File: src/rtl/pg_pkg.sv
package pg_pkg;
  typedef enum logic [3:0] {
    ST_NORMAL  = 4'b0001,
    ST_PROTECT = 4'b0010,
    ST_BATTERY = 4'b0100,
    ST_RECOVER = 4'b1000
  } pg_state_e;

  localparam int unsigned IX_NORMAL  = 0;
  localparam int unsigned IX_PROTECT = 1;
  localparam int unsigned IX_BATTERY = 2;
  localparam int unsigned IX_RECOVER = 3;
endpackage

File: src/rtl/pg_sync.sv
module pg_sync #(
  parameter int unsigned W = 2
) (
  input  logic         clk_i,
  input  logic         rst_ni,
  input  logic [W-1:0] d_i,
  output logic [W-1:0] q_o
);
  logic [W-1:0] s1_q, s2_q;

  always_ff @(posedge clk_i or negedge rst_ni) begin
    if (!rst_ni) begin
      s1_q <= '0;
      s2_q <= '0;
    end else begin
      s1_q <= d_i;
      s2_q <= s1_q;
    end
  end

  assign q_o = s2_q;
endmodule

File: src/rtl/pg_timer.sv
module pg_timer #(
  parameter int unsigned TICK_CYC  = 250000,
  parameter int unsigned REC_TICKS = 125
) (
  input  logic clk_i,
  input  logic rst_ni,
  input  logic run_i,
  output logic done_o
);
  localparam int unsigned PW = (TICK_CYC > 1) ? $clog2(TICK_CYC) : 1;
  localparam int unsigned RW = $clog2(REC_TICKS + 1);
  localparam logic [PW-1:0] P_LAST = PW'(TICK_CYC - 1);
  localparam logic [RW-1:0] R_END  = RW'(REC_TICKS);

  logic [PW-1:0] presc_q;
  logic [RW-1:0] rec_q;
  logic          tick;

  assign tick = run_i && (presc_q == P_LAST);

  always_ff @(posedge clk_i or negedge rst_ni) begin
    if (!rst_ni) begin
      presc_q <= '0;
      rec_q   <= '0;
    end else if (!run_i) begin
      presc_q <= '0;
      rec_q   <= '0;
    end else begin
      presc_q <= tick ? '0 : presc_q + 1'b1;
      if (tick && rec_q != R_END) rec_q <= rec_q + 1'b1; // saturate
    end
  end

  assign done_o = (rec_q == R_END);
endmodule

File: src/rtl/pg_fsm.sv
module pg_fsm
  import pg_pkg::*;
(
  input  logic       clk_i,
  input  logic       rst_ni,
  input  logic       vok_i,
  input  logic       vsw_i,
  input  logic       done_i,
  input  logic       ack_i,
  output logic [3:0] state_o,
  output logic       arm_o,
  output logic       fail_o
);
  pg_state_e state_q, state_d;
  logic      arm_q, fail_q, fail_evt;

  always_comb begin
    state_d = state_q;
    unique case (state_q)
      ST_NORMAL:  if (!vok_i) state_d = ST_PROTECT;
      ST_PROTECT: begin
        if (!vsw_i)     state_d = ST_BATTERY;
        else if (vok_i) state_d = ST_RECOVER;
      end
      ST_BATTERY: if (vsw_i) state_d = vok_i ? ST_RECOVER : ST_PROTECT;
      ST_RECOVER: begin
        if (!vok_i)      state_d = ST_PROTECT; // restarts interval
        else if (done_i) state_d = ST_NORMAL;
      end
      default:    state_d = ST_PROTECT;
    endcase
  end

  assign fail_evt = (state_q == ST_NORMAL) && !vok_i;

  always_ff @(posedge clk_i or negedge rst_ni) begin
    if (!rst_ni) begin
      state_q <= ST_BATTERY;
      arm_q   <= 1'b0;
      fail_q  <= 1'b0;
    end else begin
      state_q <= state_d;
      arm_q   <= arm_q | vok_i;
      if (fail_evt)   fail_q <= 1'b1;
      else if (ack_i) fail_q <= 1'b0;
    end
  end

  assign state_o = state_q;
  assign arm_o   = arm_q;
  assign fail_o  = fail_q;
endmodule

File: src/rtl/pwr_guard.sv
module pwr_guard
  import pg_pkg::*;
#(
  parameter bit          GRADE_WIDE = 1'b0,
  parameter int unsigned TICK_CYC   = 250000,
  parameter int unsigned REC_TICKS  = 125
) (
  input  logic       clk_i,
  input  logic       rst_ni,
  input  logic       vok_tight_i,
  input  logic       vok_wide_i,
  input  logic       vsw_i,
  input  logic       host_ce_n_i,
  input  logic       host_we_n_i,
  input  logic       host_oe_n_i,
  input  logic       ack_i,
  output logic       arr_ce_n_o,
  output logic       arr_we_n_o,
  output logic       arr_oe_n_o,
  output logic       wr_inhibit_o,
  output logic       out_hiz_o,
  output logic       batt_sel_o,
  output logic       batt_arm_o,
  output logic       fail_seen_o,
  output logic [3:0] state_o
);
  logic       vok_raw;
  logic [1:0] flags_s;
  logic       done;
  logic [3:0] state;
  logic       normal;

  generate
    if (GRADE_WIDE) begin : g_wide
      assign vok_raw = vok_wide_i;
    end else begin : g_tight
      assign vok_raw = vok_tight_i;
    end
  endgenerate

  pg_sync #(.W(2)) u_sync (
    .clk_i  (clk_i),
    .rst_ni (rst_ni),
    .d_i    ({vsw_i, vok_raw}),
    .q_o    (flags_s)
  );

  pg_timer #(.TICK_CYC(TICK_CYC), .REC_TICKS(REC_TICKS)) u_timer (
    .clk_i  (clk_i),
    .rst_ni (rst_ni),
    .run_i  (state[IX_RECOVER]),
    .done_o (done)
  );

  pg_fsm u_fsm (
    .clk_i   (clk_i),
    .rst_ni  (rst_ni),
    .vok_i   (flags_s[0]),
    .vsw_i   (flags_s[1]),
    .done_i  (done),
    .ack_i   (ack_i),
    .state_o (state),
    .arm_o   (batt_arm_o),
    .fail_o  (fail_seen_o)
  );

  assign normal       = state[IX_NORMAL];
  assign arr_ce_n_o   = host_ce_n_i | ~normal;
  assign arr_we_n_o   = host_we_n_i | ~normal;
  assign arr_oe_n_o   = host_oe_n_i | ~normal;
  assign wr_inhibit_o = ~normal;
  assign out_hiz_o    = ~normal;
  assign batt_sel_o   = state[IX_BATTERY];
  assign state_o      = state;
endmodule

File: config.mk
export PLATFORM = sky130hd
export DESIGN_NAME = pwr_guard
export DESIGN_NICKNAME = d
export VERILOG_FILES = /design/src/rtl/pg_pkg.sv /design/src/rtl/pg_sync.sv /design/src/rtl/pg_timer.sv /design/src/rtl/pg_fsm.sv /design/src/rtl/pwr_guard.sv
export SDC_FILE = /design/constraint.sdc
export NUM_CORES = 1
export LEC_CHECK = 0
export ABC_AREA = 1
export CORE_UTILIZATION = 48
export CTS_BUF_LIST = sky130_fd_sc_hd__clkbuf_8
export DETAILED_ROUTE_END_ITERATION = 8
export PLACE_DENSITY = 0.84
export RECOVER_POWER = 100
export SLEW_MARGIN = 20
export SYNTH_ARGS = -nofsm -noshare
export SYNTH_HDL_FRONTEND = slang
export SYNTH_SLANG_ARGS = --single-unit
File: constraint.sdc
create_clock -name clk_i -period 1.34 [get_ports clk_i]
set_clock_uncertainty 0.1 [all_clocks]
set_input_delay 0.268 -clock clk_i [delete_from_list [all_inputs] [get_ports clk_i]]
set_output_delay 0.268 -clock clk_i [all_outputs]
set_load 0.02 [all_outputs]
==> results by group, run 1 <==
Synthesis
  • Synth area leader: dfrtp_1
  • Synth Area in Compound Gates: 2.95%
  • Largest family of logic cells by synthesized area: simple AND/OR/NAND/NOR gates
  • Synth warn: 0
  • Synth Net Count: 281
  • Unique masters post-synth: 29
  • Multiplexer share of the synthesized area: 0%
  • Seq cells post-synth: 35
  • Register area share after synthesis: 43.1%
  • Synth top area share: 41.8%
  • Mapped Area: 2040 sq um
  • Post-synthesis simple-gate area fraction: 41.0%
  • Synth area leaders: dfrtp_1 (42%), nand2_1 (10%), nor2_1 (9.2%)
  • Cells after Synth: 269
  • Xor/xnor share of the synthesized area: 3.01%
  • Adder-Cell Fraction of Synth Area: 1.84%
  • Synthesized area per cell: 7.57 sq um

GRT
  • Vias in the first global route: 2051
  • Tot GR Track Use: 27.8%
  • Initial antenna violation count: 0
  • Largest net degree at the start of global routing: 36
  • Global-route wire length before repair: 9290 microns
  • Gr ovfl total: 0

Timing
  • Post-route minimum period: 1.54 ns
  • Crit share post-route: 115%
  • Setup total negative slack: -2.94 ns
  • Fin Hold WS: 0.272 ns
  • Final Setup Violations: 31
  • Slew HR: 41.2%
  • Least-Margin Pin Slew: 0.882 ns
  • Fmax: 0.649 GHz
  • Final worst slack: -0.202 ns
  • Pins Over Slew Limit: 0
  • Final Hold Fails: 0
  • RSZ-0062 raised after global routing: yes

Worst setup path
  • Crit path max-delay family: flip-flops
  • Crit path cell chain: buf_6, buf_4, nand4_1, nand2_2, nor2_4, nand3b_1, nand2_1
  • CP max stage delay: 0.56 ns
  • Reg2reg path depth: 7
  • Worst R2R Setup Slack: -0.20 ns
  • Crit-path slowest cell: dfstp_2
  • CP Max Fanout: 3
  • Crit end category: register
  • CP Buf/Inv Count: 2
  • Crit path DAT: 1.63 ns
  • Reg-to-reg endpoint: u_fsm.state_o[0]
  • Worst EP required: 1.43 ns
  • Reg-to-reg critical path startpoint: u_fsm.state_o[2]
  • Startpoint class of the critical path: register
  • CP Class: reg2reg

Clock tree
  • CTS clock-pin slew for the worst setup and hold paths: 0.07 ns
  • Hold_buf cts: 0
  • Sink Count: 35
  • Root Buffer: clkbuf_8
  • Worst-Skew Late Latency: 0.30 ns
  • Max clock buf depth: 2
  • CTS tree: done
  • # H-tree levels: 2
  • Cts bufs inserted: 5

Routing
  • Via Count: 2247
  • Per-cell routed wire length: 17.0 microns
  • Final wirelength: 6630 microns
  • Vias/cell: 5.76
  • Residual DRC: 0
  • First drt pass iteration count: 5
  • Post-route ant nets: 0
  • 1st-iter DRT viols: 310

Placed design
  • Area after DPL: 2540 sq um
  • I/O Buffers: 19
  • Placer Congestion: 0.925
  • Final HPWL DP: 3330 microns

Floorplanning
  • Cell row count: 23
  • Die Area: 4510 sq um
  • Initial Util: 50.5%
  • Ports: 21
  • Core area: 4030 sq um
  • Die X: 67.1 microns
  • Vert. Die Dim: 67.1 microns

Hold path
  • Min-Delay Path Class: reg2reg
  • Worst Min Path Start: u_sync.s1_q[1]
  • Hold Path Sink: u_sync.q_o[1]
  • Hold Path Depth: 0

Layout
  • Share of layout cells above drive strength 1: 42.6%
  • Area delta synth->final: 50.1%
  • Fillers: 235
  • Final net count: 351
  • Post-route cell area: 3060 sq um
  • # diodes: 0

Power
  • VDD IR max: 0.591 mV
  • P per Cell Area: 1060 nW/um^2
  • P_leak: 1.40 nW

Run status
  • Violated checks: negative setup slack
  • Outcome: complete, but fails checks

Job
  • Max-Cap Viols: 0
-- per-layer routing --
layer | wire length (microns) | vias to the layer above | share of wire, % | GRT usage (%)
li1 | - | 1000 | - | -
met1 | 2550 | 1064 | 38 | 33.4
met2 | 3270 | 136 | 49 | 45.0
met3 | 461 | 47 | 7.0 | 6.85
met4 | 346 | 0 | 5.2 | 15.7
met5 | 0 | - | 0 | 0
-- worst max-delay path by stage --
| stage | start | endpoint | slack (ns) | cells after the start |
|---|---|---|---|---|
| finish | u_fsm.state_o[2] | u_fsm.state_o[0] | -0.20 | 7 |
| global route | u_timer.presc_q[11] | u_timer.rec_q[5] | -0.25 | 8 |
| CTS | u_fsm.state_o[0] | arr_we_n_o | -0.11 | 3 |
| detailed placement | host_we_n_i | arr_we_n_o | -0.54 | 3 |
| global placement | host_ce_n_i | arr_ce_n_o | -0.50 | 3 |
| floorplan | u_fsm.state_o[1] | u_fsm.state_o[0] | 0.003 | 6 |
-- Yosys cell counts (all sizes together) --
master and instances:
nand2 61, nor2 59, dfrtp 34, inv 30, nand3 28, nand4 13, nor3 7, o21ai 6
xor2 6, buf 5, or2 5, a21oi 3, ha 3, nand3b 2, o21bai 2, clkbuf 1
clkinv 1, dfstp 1, nor3b 1, xnor2 1
-- layout make-up --
cell class	count	area (sq um)	area share, %
Sequential cell	35	885	29.0
Clock buffer	5	68.8	2.25
Tap cell	50	62.6	2.05
Inverter	31	131	4.30
Timing Repair Buffer	69	603	19.7
Multi-Input combinational cell	197	1290	42.3
Clock inverter	3	12.5	0.410
-- per-stage QoR --
step | setup WS, ns | total power [W] | util (%) | instances
2_1_floorplan | 0.00301 | 0.00176 | - | 269
4_1_cts | -0.109 | 0.00293 | 71.6 | 383
3_5_place_dp | -0.539 | 0.00213 | 63.0 | 369
5_1_grt | -0.254 | 0.00340 | 75.8 | 390
6_report | -0.202 | 0.00325 | 75.8 | 390
3_3_place_gp | -0.505 | 0.00210 | 63.0 | 369
-- where the power goes --
part           total (W)  switching (W)  internal (W)
Combinational    0.00128       0.000693      0.000587
Sequential       0.00123      0.0000886       0.00114
Clock           0.000737       0.000388      0.000349
Total            0.00325        0.00117       0.00208
-- flip-flops by register name, indices dropped and copies added (netlist names) --
register         cells
u_timer.presc_q     18
u_timer.rec_q        7
u_fsm.state_o        4
u_sync.q_o           2
u_sync.s1_q          2
u_fsm.arm_o          1
u_fsm.fail_o         1
-- layout by cell type, fill, tap and decap left out, drive strengths merged --
master / instances
clkdlybuf4s50: 5
dlygate4sd3: 2
xnor2: 1
ha: 3
o21bai: 2
dfstp: 1
o21ai: 6
nor3b: 1
buf: 58
nand4: 13
xor2: 6
dfrtp: 34
nand3b: 2
nor3: 7
or2: 5
nor2: 59
clkinv: 2
a21oi: 3
clkbuf: 9
inv: 32
nand2: 61
nand3: 28
-- repair_timing --
item / 4_1_cts / 5_1_grt
setup buffers: 6 / 7
resized for setup: 113 / 43
setup endpoints to repair: 38 / 37
pin swaps: 28 / 22
-- logic make-up after synthesis --
| logic type | Yosys count |
|---|---|
| AO/OA/AOI/OAI | 11 |
| XOR/XNOR | 7 |
| adder cells (fa/ha/maj) | 3 |
| buffers and inverters | 37 |
| flip-flops | 35 |
| AND/OR/NAND/NOR | 176 |
Note: power is estimated with default switching activity, not from simulation.
==> run 2, diff against run 1 <==
--- a/config.mk
+++ b/config.mk
@@ -6,6 +6,7 @@
 export NUM_CORES = 1
 export LEC_CHECK = 0
 export ABC_AREA = 1
+export CORE_MARGIN = 8
 export CORE_UTILIZATION = 48
 export CTS_BUF_LIST = sky130_fd_sc_hd__clkbuf_8
 export DETAILED_ROUTE_END_ITERATION = 8
==> results by group, run 2 (synthesis results as in run 1) <==
Timing
  • Final Hold Fails: 0
  • RSZ-0062 raised after global routing: yes
  • Post-route minimum period: 1.58 ns
  • Slew HR: 39.4%
  • Fmax: 0.632 GHz
  • Setup total negative slack: -3.74 ns
  • Pins Over Slew Limit: 0
  • Final Setup Violations: 32
  • Least-Margin Pin Slew: 0.910 ns
  • Final worst slack: -0.244 ns
  • Crit share post-route: 118%

Clock tree
  • Root Buffer: clkbuf_8
  • CTS tree: done
  • # H-tree levels: 2
  • Worst-Skew Late Latency: 0.31 ns
  • CTS clock-pin slew for the worst setup and hold paths: 0.08 ns
  • Max clock buf depth: 2
  • Sink Count: 35
  • Cts bufs inserted: 5

Worst setup path
  • CP Class: reg2reg
  • Crit path DAT: 1.74 ns
  • Crit end category: register
  • CP Max Fanout: 3
  • Reg-to-reg endpoint: u_timer.rec_q[6]
  • Critical Path End: u_timer.rec_q[6]
  • Reg-to-reg critical path startpoint: u_timer.rec_q[1]
  • Reg2reg path depth: 9
  • Worst R2R Setup Slack: -0.24 ns
  • Startpoint class of the critical path: register
  • Worst EP required: 1.50 ns
  • Crit path from: u_timer.rec_q[1]

Layout
  • Commonest non-fill, non-tap cell in the layout: buf_4
  • Max reg flops: 18
  • Share of layout cells above drive strength 1: 49.3%
  • Most flop-heavy register: u_timer.presc_q
  • Final net count: 362
  • Most frequent cells in the layout: buf_4 (49), nand2_1 (45), nor2_1 (30)
  • Post-route cell area: 3210 sq um
  • Area delta synth->final: 57.8%
  • Utilization after layout: 79.7%
  • # diodes: 0

GRT
  • Largest net degree at the start of global routing: 36
  • Vias in the first global route: 2245
  • Gr ovfl total: 0
  • Initial antenna violation count: 0
  • Tot GR Track Use: 19.7%
  • Global-route wire length before repair: 10100 microns

Routing
  • Final wirelength: 8020 microns
  • Post-route ant nets: 0
  • 1st-iter DRT viols: 423
  • Via Count: 2451
  • First drt pass iteration count: 5
  • Vias/cell: 6.11
  • Per-cell routed wire length: 20.0 microns
  • Residual DRC: 0

Floorplanning
  • Die Area: 6580 sq um
  • Vert. Die Dim: 81.1 microns
  • Cell row count: 23
  • Core area: 4030 sq um
  • Die X: 81.1 microns
  • Ports: 21
  • Initial Util: 50.5%

Hold path
  • Min-Delay Path Class: reg2reg

Placed design
  • Placer Congestion: 0.909
  • I/O Buffers: 19
  • Area after DPL: 2610 sq um
  • Final HPWL DP: 3960 microns
  • Place WS: -0.558 ns

Power
  • Clock share of power: 23.6%
  • P per Cell Area: 1040 nW/um^2
  • VDD IR max: 0.578 mV
  • Switching share of power: 37.1%
  • Reg power frac: 36.4%
  • Net Sw Power: 0.00123 W
  • P_leak: 1.48 nW
  • Pint: 0.00209 W
  • Gate power share: 40.0%
  • Total chip power: 0.00333 W

Run status
  • Outcome: complete, but fails checks
  • Violated checks: negative setup slack

Job
  • Max-Cap Viols: 0
run 2: changes by cell type in the layout (fill, tap and decap cells not counted), sizes merged:
cell           change
clkdlybuf4s15      +2
buf                +9
clkinv             +2
inv                -2
run 2: worst max-delay path, stage by stage, from the launching register on:
cell	delay (ns)
dfrtp_1	0.42
buf_4	0.15
ha_2	0.17
nand2_2	0.07
inv_1	0.06
nand2_1	0.11
nor2_1	0.07
nor3_1	0.23
nand2_1	0.09
nand2_1	0.07
run 2: timing repair:
action                                  4_1_cts  5_1_grt
hold buffers                                  0        0
pin swaps                                    18       26
gates cloned                                  0        0
resized for setup                           109       61
endpoints found under the setup margin       38       36
buffers inserted                              8        9
hold endpoints to repair                      0        0
run 2: metrics by stage:
| stage | hold WS, ns | cells |
|---|---|---|
| 6_report | 0.255 | 401 |
| 3_3_place_gp | 0.233 | 376 |
| 4_1_cts | 0.242 | 392 |
| 5_1_grt | 0.266 | 401 |
| 3_5_place_dp | 0.237 | 376 |
| 2_1_floorplan | -0.128 | 269 |
run 2: worst min path at each step:
| stage | start | to | slack [ns] | depth (start not counted) |
|---|---|---|---|---|
| final | u_sync.s1_q[1] | u_sync.q_o[1] | 0.25 | 0 |
| after global routing | u_sync.s1_q[1] | u_sync.q_o[1] | 0.27 | 0 |
| after CTS | rst_ni | u_timer.rec_q[1] | 0.24 | 2 |
| after detailed placement | u_sync.s1_q[1] | u_sync.q_o[1] | 0.24 | 0 |
| after global placement | u_sync.s1_q[0] | u_sync.q_o[0] | 0.23 | 0 |
| after floorplan | rst_ni | u_fsm.arm_o | -0.13 | 0 |
run 2: power by group through the flow:
stage | registers (W) | clock network (W) | logic [W]
4_1_cts | 0.00121 | 0.000755 | 0.00113
6_report | 0.00121 | 0.000785 | 0.00133
5_1_grt | 0.00122 | 0.000826 | 0.00141
3_5_place_dp | 0.00121 | 0 | 0.000992
2_1_floorplan | 0.00128 | 0 | 0.000485
3_3_place_gp | 0.00120 | 0 | 0.000949
run 2: layout make-up:
type / instances / area (sq um)
clock buffer: 5 / 68.8
clock inverter: 3 / 15.0
fill: 219 / 817
inverter: 31 / 131
multi-input combinational: 197 / 1350
sequential: 35 / 886
tap: 50 / 62.6
timing repair buffer: 80 / 694
run 2: metal layers:
metal	track usage (%)	part of all wire (%)	up-vias	wire [microns]
li1	-	-	1021	-
met1	20.3	34	1139	2690
met2	35.8	49	200	3970
met3	4.64	8.3	91	663
met4	11.3	8.7	0	698
met5	0	0	-	0
==> run 3, diff against run 2 <==
--- a/config.mk
+++ b/config.mk
@@ -5,12 +5,12 @@
 export SDC_FILE = /design/constraint.sdc
 export NUM_CORES = 1
 export LEC_CHECK = 0
-export ABC_AREA = 1
 export CORE_MARGIN = 8
 export CORE_UTILIZATION = 48
 export CTS_BUF_LIST = sky130_fd_sc_hd__clkbuf_8
+export CTS_CLUSTER_SIZE = 20
 export DETAILED_ROUTE_END_ITERATION = 8
-export PLACE_DENSITY = 0.84
+export PLACE_DENSITY = 0.85
 export RECOVER_POWER = 100
 export SLEW_MARGIN = 20
 export SYNTH_ARGS = -nofsm -noshare
==> results by group, run 3 <==
Timing
  • Fmax: 0.543 GHz
  • Fin Hold WS: 0.249 ns
  • Final worst slack: -0.503 ns
  • Pins Over Slew Limit: 0
  • Final Setup Violations: 35
  • Setup total negative slack: -11.65 ns
  • Post-route minimum period: 1.84 ns
  • Crit share post-route: 138%
  • Least-Margin Pin Slew: 0.770 ns
  • Slew HR: 48.6%
  • RSZ-0062 raised after global routing: yes
  • Final Hold Fails: 0

Layout
  • FF+latch area: 878 sq um
  • Area delta synth->final: 57.6%
  • Multi-input gate area: 916 sq um
  • Most frequent cells in the layout: buf_4 (53), dfrtp_1 (33), nor2_1 (23)
  • Commonest non-fill, non-tap cell in the layout: buf_4
  • # diodes: 0
  • Max reg flops: 18
  • Most flop-heavy register: u_timer.presc_q
  • Final net count: 270
  • Share of layout cells above drive strength 1: 44.8%
  • Utilization after layout: 79.6%
  • Fillers: 181

Clock tree
  • CTS clock-pin slew for the worst setup and hold paths: 0.08 ns
  • Cts bufs inserted: 5
  • Max clock buf depth: 2
  • # H-tree levels: 2
  • Sink Count: 35
  • Hold_buf cts: 0
  • Root Buffer: clkbuf_8
  • CTS tree: done
  • Worst-Skew Late Latency: 0.30 ns

Routing
  • Residual DRC: 0
  • First drt pass iteration count: 4
  • 1st-iter DRT viols: 153
  • Via Count: 1638
  • Per-cell routed wire length: 17.2 microns
  • Final wirelength: 5240 microns
  • Vias/cell: 5.37
  • Post-route ant nets: 0

Worst setup path
  • Reg2reg path depth: 6
  • Most used cell, CP: nand4_1
  • Worst EP required: 1.42 ns
  • Worst R2R Setup Slack: -0.50 ns
  • Startpoint class of the critical path: register
  • CP max stage delay: 0.40 ns
  • Reg-to-reg critical path startpoint: u_timer.presc_q[5]
  • Crit path cell chain: nor3b_1, nand4_1, nor4_4, buf_6, nand4_1, mux2i_1
  • Crit path DAT: 1.92 ns
  • Critical Path End: u_timer.rec_q[4]
  • Crit path from: u_timer.presc_q[5]
  • Reg-to-reg endpoint: u_timer.rec_q[4]
  • Crit end category: register
  • Crit-path slowest cell: dfrtp_1
  • CP Class: reg2reg
  • CP Max Fanout: 7

Synthesis
  • Synth area leader: dfrtp_1
  • Seq cells post-synth: 35
  • Synth warn: 0
  • Register area share after synthesis: 51.2%
  • EDFF count, synth: 0
  • Synth area leaders: dfrtp_1 (50%), nor2_1 (5.3%), xnor2_1 (4.1%)
  • Most common cell in the netlist: dfrtp_1
  • Unique masters post-synth: 35
  • Top cells by count, synth: dfrtp_1 (34), nor2_1 (24), nand2_1 (15), nand4_1 (9)
  • Cells after Synth: 170
  • Synthesized area per cell: 10.1 sq um
  • Synth Net Count: 182
  • Synth async-reset ratio: 100%
  • Mapped Area: 1710 sq um
  • Synth top area share: 49.7%
  • Main flop type after synthesis: dfrtp_1

Floorplanning
  • Die X: 75.7 microns
  • Core area: 3390 sq um
  • Vert. Die Dim: 75.7 microns
  • Initial Util: 50.5%
  • Ports: 21
  • Die Area: 5730 sq um
  • Cell row count: 21

Placed design
  • Placer Congestion: 0.882
  • I/O Buffers: 19
  • Final HPWL DP: 2940 microns

Power
  • Switching share of power: 31.6%
  • P per Cell Area: 1140 nW/um^2
  • Pint: 0.00211 W
  • Gate power share: 33.7%
  • Clock share of power: 27.9%
  • P_leak: 1.21 nW
  • VDD IR max: 1.11 mV
  • Net Sw Power: 0.000975 W
  • Reg power frac: 38.4%

Job
  • Max-Cap Viols: 0

GRT
  • Global-route wire length before repair: 7320 microns
  • Initial antenna violation count: 0
  • Gr ovfl total: 0
  • Largest net degree at the start of global routing: 22
  • Tot GR Track Use: 17.6%
  • Vias in the first global route: 1601

Run status
  • Violated checks: negative setup slack
  • Outcome: complete, but fails checks

Hold path
  • Min-Delay Path Class: reg2reg
[run 3: how the worst min path moves through the flow]
| stage | startpoint | to | slack (ns) | depth (start not counted) |
|---|---|---|---|---|
| 6_report | u_sync.s1_q[0] | u_sync.q_o[0] | 0.25 | 0 |
| 5_1_grt | u_sync.s1_q[0] | u_sync.q_o[0] | 0.26 | 0 |
| 4_1_cts | rst_ni | u_timer.rec_q[2] | 0.22 | 2 |
| 3_5_place_dp | u_sync.s1_q[0] | u_sync.q_o[0] | 0.24 | 0 |
| 3_3_place_gp | u_sync.s1_q[1] | u_sync.q_o[1] | 0.24 | 0 |
| 2_1_floorplan | rst_ni | u_fsm.arm_o | -0.13 | 0 |
[run 3: layout make-up]
cell class	instances	share of cell area, %
multi-input cells	124	34.0
flip-flops and latches	35	32.6
well taps	46	2.13
clock buffers	7	3.57
clock inverters	1	0.139
repair buffers	86	26.6
inverters	6	1.02
[run 3: per-layer routing]
layer | part of all wire, % | routed length (microns) | global-route usage [%]
met3 | 5.1 | 266 | 4.87
met2 | 53 | 2780 | 32.7
met4 | 4.8 | 251 | 7.25
met5 | 0 | 0 | 0
met1 | 37 | 1950 | 18.0
[run 3: stage by stage]
stage                     setup WS (ns)  instance area, sq um  instances  power, W
final                            -0.503                  2700        305   0.00309
after global routing             -0.597                  2700        305   0.00320
after CTS                        -0.415                  2610        299   0.00297
after detailed placement         -0.439                  2370        284   0.00203
after global placement           -0.434                  2370        284   0.00200
after floorplan                  -0.411                  1740        170   0.00160
[run 3: power by group through the flow]
stage / combinational (W) / clock, W / sequential, W
5_1_grt: 0.00110 / 0.000917 / 0.00119
4_1_cts: 0.000930 / 0.000862 / 0.00118
3_5_place_dp: 0.000835 / 0 / 0.00119
6_report: 0.00104 / 0.000861 / 0.00118
2_1_floorplan: 0.000353 / 0 / 0.00125
3_3_place_gp: 0.000812 / 0 / 0.00119
[run 3: what timing repair did]
action | CTS | global route
gates resized for setup | 79 | 19
pin swaps | 4 | 4
buffers inserted | 7 | 6
setup endpoints to repair | 39 | 39
cloned | 0 | 0
[run 3: worst max-delay path: cells and delay by family (launching register included)]
kind / cells / cell delay, ns
and+or+nand+nor: 4 / 0.91
DFF: 1 / 0.40
buffers and inverters: 1 / 0.16
muxes: 1 / 0.16
[run 3: cells by family after synthesis]
group	Yosys count	synth area share [%]
adders and majority gates	3	2.19
and+or+nand+nor	85	26.6
AOI/OAI and AO/OA	15	5.56
buffers and inverters	11	3.22
DFF	35	51.2
xor gates and xnor gates	15	7.68
muxes	6	3.51
